[src/rtl/pl3_rx_pkg.sv]
package pl3_rx_pkg;
  // Framing decision for one strobed bus word
  typedef struct packed {
    logic accept;   // word goes to the write stream
    logic first;
    logic last;
    logic abort;
    logic preempt;  // an open packet is closed as aborted
    logic proto;    // framing violation
  } pl3_verdict_t;
endpackage

[src/rtl/pl3_lane_mask.sv]
module pl3_lane_mask #(
  parameter int LANES = 4,
  parameter int MOD_W = 2
) (
  input  logic             eop,
  input  logic [MOD_W-1:0] mod,
  output logic [LANES-1:0] mask
);
  // Lane i (bits 8i+7:8i) holds data when it lies at or above the unused count
  for (genvar i = 0; i < LANES; i++) begin : g_lane
    assign mask[i] = !eop || (MOD_W'(i) >= mod);
  end
endmodule

[src/rtl/pl3_parity_chk.sv]
module pl3_parity_chk #(
  parameter int DATA_W = 32
) (
  input  logic [DATA_W-1:0] data,
  input  logic              par,
  input  logic              odd_sel,
  output logic              mismatch
);
  localparam int LANES = DATA_W / 8;

  logic [LANES-1:0] lane_par;

  for (genvar i = 0; i < LANES; i++) begin : g_lane
    assign lane_par[i] = ^data[8*i +: 8];
  end

  assign mismatch = (^lane_par) ^ par ^ odd_sel;
endmodule

[src/rtl/pl3_pkt_tracker.sv]
module pl3_pkt_tracker
  import pl3_rx_pkg::*;
(
  input  logic         clk,
  input  logic         rst_n,
  input  logic         en,
  input  logic         sop,
  input  logic         eop,
  input  logic         err,
  input  logic         mod_nz,
  output pl3_verdict_t verdict
);
  logic open_q, open_d;

  always_comb begin
    verdict = '0;
    open_d  = open_q;
    if (en) begin
      if (sop) begin
        verdict.accept  = 1'b1;
        verdict.first   = 1'b1;
        verdict.preempt = open_q;
        verdict.proto   = open_q;
        verdict.last    = eop;
        verdict.abort   = eop && err;
        open_d          = !eop;
      end else if (open_q) begin
        verdict.accept  = 1'b1;
        verdict.last    = eop;
        verdict.abort   = eop && err;
        open_d          = !eop;
      end else begin
        verdict.proto   = 1'b1;
      end
      if (!eop && (mod_nz || err)) verdict.proto = 1'b1;
    end
  end

  always_ff @(posedge clk or negedge rst_n) begin
    if (!rst_n) open_q <= 1'b0;
    else if (en) open_q <= open_d;
  end
endmodule

[src/rtl/pl3_tx_ingress.sv]
module pl3_tx_ingress
  import pl3_rx_pkg::*;
#(
  parameter int DATA_W = 32
) (
  input  logic                          clk,
  input  logic                          rst_n,
  input  logic                          odd_par,
  input  logic                          in_en,
  input  logic [DATA_W-1:0]             in_data,
  input  logic                          in_sop,
  input  logic                          in_eop,
  input  logic                          in_err,
  input  logic                          in_par,
  input  logic [$clog2(DATA_W/8)-1:0]   in_mod,
  output logic                          wr_valid,
  output logic [DATA_W-1:0]             wr_data,
  output logic [DATA_W/8-1:0]           wr_bytes,
  output logic                          wr_first,
  output logic                          wr_last,
  output logic                          wr_abort,
  output logic                          wr_preempt,
  output logic                          parity_err,
  output logic                          proto_err
);
  localparam int LANES = DATA_W / 8;
  localparam int MOD_W = $clog2(LANES);

  // Reset: asserted asynchronously, released after two clock edges
  logic [1:0] rst_pipe;
  logic       rst_sync_n;

  always_ff @(posedge clk or negedge rst_n) begin
    if (!rst_n) rst_pipe <= 2'b00;
    else        rst_pipe <= {rst_pipe[0], 1'b1};
  end
  assign rst_sync_n = rst_pipe[1];

  logic [LANES-1:0] mask_c;
  logic             par_bad_c;
  pl3_verdict_t     verdict_c;

  pl3_lane_mask #(.LANES(LANES), .MOD_W(MOD_W)) u_mask (
    .eop  (in_eop),
    .mod  (in_mod),
    .mask (mask_c)
  );

  pl3_parity_chk #(.DATA_W(DATA_W)) u_par (
    .data     (in_data),
    .par      (in_par),
    .odd_sel  (odd_par),
    .mismatch (par_bad_c)
  );

  pl3_pkt_tracker u_track (
    .clk     (clk),
    .rst_n   (rst_sync_n),
    .en      (in_en),
    .sop     (in_sop),
    .eop     (in_eop),
    .err     (in_err),
    .mod_nz  (|in_mod),
    .verdict (verdict_c)
  );

  // Output stage: next-state logic
  logic             valid_d, first_d, last_d, abort_d, pre_d, perr_d, proto_d;
  logic             load_word;

  always_comb begin
    load_word = verdict_c.accept;
    valid_d   = verdict_c.accept;
    first_d   = verdict_c.first;
    last_d    = verdict_c.last;
    abort_d   = verdict_c.abort;
    pre_d     = verdict_c.preempt;
    proto_d   = verdict_c.proto;
    perr_d    = in_en && par_bad_c;
  end

  // Output stage: registers
  always_ff @(posedge clk or negedge rst_sync_n) begin
    if (!rst_sync_n) begin
      wr_valid   <= 1'b0;
      wr_first   <= 1'b0;
      wr_last    <= 1'b0;
      wr_abort   <= 1'b0;
      wr_preempt <= 1'b0;
      parity_err <= 1'b0;
      proto_err  <= 1'b0;
    end else begin
      wr_valid   <= valid_d;
      wr_first   <= first_d;
      wr_last    <= last_d;
      wr_abort   <= abort_d;
      wr_preempt <= pre_d;
      parity_err <= perr_d;
      proto_err  <= proto_d;
    end
  end

  always_ff @(posedge clk or negedge rst_sync_n) begin
    if (!rst_sync_n) begin
      wr_data  <= '0;
      wr_bytes <= '0;
    end else if (load_word) begin
      wr_data  <= in_data;
      wr_bytes <= mask_c;
    end
  end
endmodule

[config.mk]
export PLATFORM = sky130hd
export DESIGN_NAME = pl3_tx_ingress
export DESIGN_NICKNAME = d
export VERILOG_FILES = /design/src/rtl/pl3_rx_pkg.sv /design/src/rtl/pl3_lane_mask.sv /design/src/rtl/pl3_parity_chk.sv /design/src/rtl/pl3_pkt_tracker.sv /design/src/rtl/pl3_tx_ingress.sv
export SDC_FILE = /design/constraint.sdc
export NUM_CORES = 1
export LEC_CHECK = 0
export CAP_MARGIN = 20
export CORE_ASPECT_RATIO = 1.4
export CORE_MARGIN = 1.5
export CORE_UTILIZATION = 48
export CTS_BUF_LIST = sky130_fd_sc_hd__clkbuf_8
export DETAILED_ROUTE_END_ITERATION = 7
export PLACE_DENSITY = 0.87
export SLEW_MARGIN = 15
export SYNTH_ARGS = -nofsm -noshare
export SYNTH_HDL_FRONTEND = slang
export SYNTH_HIERARCHICAL = 1
export SYNTH_SLANG_ARGS = --single-unit
[constraint.sdc]
create_clock -name clk -period 2.05 [get_ports clk]
set_input_delay 0.41 -clock clk [delete_from_list [all_inputs] [get_ports clk]]
set_output_delay 0.41 -clock clk [all_outputs]
set_load 0.005 [all_outputs]
==> qor.csv, run 1 <==
metric,value,unit
core,4270,µm²
mostFrequentLayoutCells,"84 x clkdlybuf4s50_1, 45 x dfrtp_1, 30 x mux2_4, 27 x xnor2_1, 8 x buf_4",
clk_latency,290,ps
path_cells,clkdlybuf4s50_1 > xor2_2 > xnor2_1 > xnor2_1 > xnor3_1 > xnor2_1 > and2_1,
p_per_area,784,nW/µm²
maxCapViolCount,0,
cts_buffers,5,
postCtsSetupBuffers,0,
place_hpwl,3270,µm
die_h,82.6,µm
whs,229,ps
synth_area_leader_cell,dfrtp_1,
drv_slew,0,
hp-class,flop to async pin,
crit_type,input port to flop,
async_flop_share,100,%
fin_crit,1970,ps
required,2240,ps
cts_buffer_depth,2,
cp_max_fo,2,
first_global_vias,1447,
synthesis.nets,182,
dr.pass1.iters,4,
numPortBuffers,84,
wire_per_inst,14.4,µm
place_congestion,0.711,
skew,8.23,ps
final_cells,294,
syn-cell-area,2170,µm²
viasPerCell,4.71,
clkSinkCount,46,
nets,277,
rsz0062_at_grt,false,
timing.fmax,0.508,GHz
setup_viol_count_final,0,
critPathSlowestCell,clkdlybuf4s50_1,
cts.htree.levels,2,
ys_seq_elements,46,
p_leak,1.39,nW
synthToLayoutAreaGrowth,47.2,%
grt_max_degree,23,
route.detailed.drc,0,
cts.clk_slew.worst_paths,80,ps
vdd_drop_max,0.559,mV
vias,1385,
rows,28,
start_kind,input port,
drt_iter0_markers,35,
layout-drive-gt1-share,24.8,%
n_antenna_cell,0,
endpoint_kind,flop,
slowest_delay,530,ps
fillCellCount,300,
final_antenna_net_count,0,
grt.overflow.total,0,
syn_inst,138,
hold_viol_final,0,
layout_commonest_cell,clkdlybuf4s50_1,
status,finished clean,
synth_edf_count,0,
regArea,1150,µm²
yosys-top-cells-area,"dfrtp_1 53%, mux2_4 21%, xnor2_1 11%",
io_pins,85,
ys_seq_area_share,53.0,%
cp.arrival,2160,ps
synth-main-ff-cell,dfrtp_1,
track_usage,18.6,%
grt_pass1_wl,6790,µm
antenna_found_initial,0,
period_share,96.1,%
wirelength,4240,µm
syn_avg_cell_area,15.7,µm²
place_inst,286,
fin_setup_tns,0,ps
cts_hold_buf,0,
yosysWarnings,6,
stdcell_area,3200,µm²
die_area,4940,µm²
cpMostUsedCell,xnor2_1,
synth_top_cell_area_share,53.0,%
multi_input_area,948,µm²
ys_types,24,
placed_area,3100,µm²
root_buffer,clkbuf_8,
die_x,59.8,µm
initial_core_util,50.8,%
cts_tree,done,
==> path summary, 6_finish.rpt <==
kind | from | end | slack [ps] | cells past startpoint
max | in_data[19] | parity_err | 80 | 7
min | rst_pipe[1] | wr_data[20] | 230 | 0
max reg2reg | u_track/open_q | wr_bytes[0] | 530 | 5
min reg2reg | rst_pipe[1] | wr_data[20] | 230 | 0
max in group asynchronous | rst_pipe[1] | wr_preempt | 1250 | 1
min in group clk | rst_pipe[0] | rst_pipe[1] | 350 | 0
==> critical path, delay by kind of cell <==
kind                      cells  cell delay, ps
and+or+nand+nor               1             140
xor gates and xnor gates      5            1090
buffers and inverters         1             530
==> synth_stat cells (all sizes together), types with 2 or more instances <==
cell type	number
ha	2
buf	5
conb	2
and2	4
mux2	36
inv	2
xor2	4
xnor2	27
dfrtp	46
==> power by group <==
part | switching, W | total, W | internal, W
Sequential | 0.0000752 | 0.00111 | 0.00104
Combinational | 0.000253 | 0.000839 | 0.000586
Clock | 0.000286 | 0.000553 | 0.000267
==> flip-flops by register name, indices dropped and copies added, names as in the netlist <==
name and cells:
wr_last 1, u_track/open_q 1, wr_bytes 4, wr_first 1, wr_abort 1, rst_pipe 2
parity_err 1, wr_valid 1, wr_preempt 1, proto_err 1, wr_data 32
==> logic make-up (layout without fill, tap and decap cells) <==
family                   count (synthesis)  after routing  share of synthesized area [%]
multiplexers                            36             36                           23.9
AO/OA/AOI/OAI                            5              5                           1.79
buffers and inverters                    7            103                           3.98
other                                    2              2                          0.346
AND/OR/NAND/NOR                          8              8                           2.31
flip-flops                              46             46                           53.0
adder cells (fa/ha/maj)                  2              2                           1.15
XOR/XNOR                                32             32                           13.5
==> repair_timing <==
action | CTS | global route
gates resized for setup | 0 | 1
endpoints found under the setup margin | 0 | 1
hold endpoints to repair | 0 | 0
==> metrics by stage <==
step	utilization, %	setup slack, ps	power, W
5_1_grt	74.8	17.8	0.00265
2_1_floorplan	-	413	0.00155
4_1_cts	74.6	90.3	0.00254
6_report	74.8	79.7	0.00250
3_3_place_gp	72.5	-181	0.00196
3_5_place_dp	72.5	-217	0.00197
==> area by class of cell <==
| cell class | instances | share of cell area, % |
|---|---|---|
| Sequential cell | 46 | 36.1 |
| Multi-Input combinational cell | 85 | 29.7 |
| Tap cell | 60 | 2.35 |
| Inverter | 2 | 0.235 |
| Clock inverter | 2 | 0.274 |
| Clock buffer | 6 | 2.58 |
| Timing Repair Buffer | 93 | 28.8 |
==> metal layers <==
layer	vias up	track usage (%)	wire (µm)
li1	647	-	-
met1	671	21.3	1670
met4	0	5.78	35
met2	63	32.2	2200
met5	-	0	0
met3	4	6.23	329
Note: power is estimated with default switching activity, not from simulation.
==> run 2, diff against run 1 <==
CTS_BUF_LIST = sky130_fd_sc_hd__clkbuf_4 sky130_fd_sc_hd__clkbuf_8   (was sky130_fd_sc_hd__clkbuf_8)
==> qor.csv, run 2 (same netlist as run 1, synthesis figures left out) <==
metric,value,unit,change
start_kind,input port,,unchanged
hp-class,flop to async pin,,unchanged
cp_max_fo,2,,unchanged
cts.htree.levels,2,,unchanged
nets,277,,unchanged
wirelength,4240,µm,about the same
period_share,96.1,%,about the same
reg_top3,"wr_data: 32 flops, wr_bytes: 4 flops, rst_pipe: 2 flops",,unchanged
setup_viol_count_final,0,,unchanged
cts_buffers,5,,unchanged
mostFrequentLayoutCells,"84 x clkdlybuf4s50_1, 45 x dfrtp_1, 30 x mux2_4, 27 x xnor2_1, 8 x buf_4",,unchanged
whs,229,ps,unchanged
io_pins,85,,unchanged
cts_buffer_depth,2,,unchanged
rsz0062_at_grt,false,,unchanged
vias,1388,,"was 1,385"
crit_path_start,in_data[19],,unchanged
cts.clk_slew.worst_paths,80,ps,about the same
clk_latency,290,ps,about the same
root_buffer,clkbuf_8,,unchanged
layout-drive-gt1-share,25.2,%,was 24.8%
worstReg2RegEnd,wr_bytes[0],,unchanged
fin_setup_tns,0,ps,unchanged
hold_viol_final,0,,unchanged
core,4270,µm²,unchanged
drt_iter0_markers,32,,was 35
layout_commonest_cell,clkdlybuf4s50_1,,unchanged
drv_slew,0,,unchanged
cts_tree,done,,unchanged
worstRegToRegCells,5,,unchanged
dr.pass1.iters,4,,unchanged
grt.overflow.total,0,,unchanged
antenna_found_initial,0,,unchanged
status,finished clean,,unchanged
p_leak,1.39,nW,about the same
die_h,82.6,µm,unchanged
grt_pass1_wl,6790,µm,unchanged
p_per_area,789,nW/µm²,was 784 nW/µm²
vdd_drop_max,0.559,mV,about the same
crit_type,input port to flop,,unchanged
grt_max_degree,23,,unchanged
die_x,59.8,µm,unchanged
track_usage,18.6,%,unchanged
wire_per_inst,14.4,µm,about the same
rows,28,,unchanged
viasPerCell,4.72,,was 4.71
worst_slack,79.2,ps,was 79.7 ps
maxCapViolCount,0,,unchanged
endpoint_kind,flop,,unchanged
die_area,4940,µm²,unchanged
regToRegSetupSlack,520,ps,was 530 ps
place_hpwl,3270,µm,unchanged
final_antenna_net_count,0,,unchanged
synthToLayoutAreaGrowth,47.4,%,was 47.2%
largest_register_ffs,32,,unchanged
initial_core_util,50.8,%,unchanged
top_register,wr_data,,unchanged
route.detailed.drc,0,,unchanged
skew,9.74,ps,was 8.23 ps
pre_cts_slack,-217,ps,unchanged
first_global_vias,1447,,unchanged
fin_crit,1970,ps,about the same
cp.arrival,2160,ps,about the same
required,2240,ps,about the same
numPortBuffers,84,,unchanged
clkSinkCount,46,,unchanged
timing.fmax,0.507,GHz,was 0.508 GHz
n_antenna_cell,0,,unchanged
place_congestion,0.711,,unchanged
r2r_start,u_track/open_q,,unchanged
-- run 2: changes by cell type in the layout (fill, tap and decap cells not counted) --
cell,delta
inv_1,-1
clkbuf_4,+1
-- run 2: how the worst max path moves through the flow --
stage,to,slack [ps]
floorplan,parity_err,410
global route,parity_err,20
global placement,parity_err,-180
finish,parity_err,80
CTS,parity_err,90
detailed placement,parity_err,-220
-- run 2: cell type report --
| cell class | count | area, µm² |
|---|---|---|
| multi-input combinational | 85 | 948 |
| fill | 298 | 1070 |
| tap | 60 | 75.1 |
| inverter | 2 | 7.51 |
| sequential | 46 | 1150 |
| timing repair buffer | 93 | 921 |
| clock buffer | 7 | 90.1 |
| clock inverter | 1 | 5.00 |
-- run 2: routing by layer --
layer,routed length (µm),global-route usage (%),vias up
li1,-,-,647
met1,1680,21.3,674
met2,2200,32.2,63
met3,329,6.23,4
met4,35,5.78,0
met5,0,0,-
-- run 2: metrics by stage --
step / total power (W) / utilization, % / instances / instance area, µm²
2_1_floorplan: 0.00155 / - / 138 / 2170
3_3_place_gp: 0.00196 / 72.5 / 286 / 3100
3_5_place_dp: 0.00197 / 72.5 / 286 / 3100
4_1_cts: 0.00256 / 74.7 / 294 / 3190
5_1_grt: 0.00267 / 74.9 / 294 / 3200
6_report: 0.00252 / 74.9 / 294 / 3200
-- run 2: critical path, cell delays in order --
cell and delay [ps]:
clkdlybuf4s50_1 530, xor2_2 180, xnor2_1 160, xnor2_1 170, xnor3_1 440, xnor2_1 140
and2_1 140
-- run 2: what timing repair did --
item	4_1_cts	5_1_grt
buffers inserted	0	0
endpoints found under the hold margin	0	0
gates resized for setup	0	1
endpoints found under the setup margin	0	1
hold buffers	0	0
-- run 2: power breakdown --
part / switching [W] / internal [W] / total (W) / leakage, nW
clock network: 0.000287 / 0.000285 / 0.000572 / 0.0517
registers: 0.0000751 / 0.00104 / 0.00111 / 0.542
logic: 0.000253 / 0.000586 / 0.000839 / 0.798
total: 0.000615 / 0.00191 / 0.00252 / 1.39
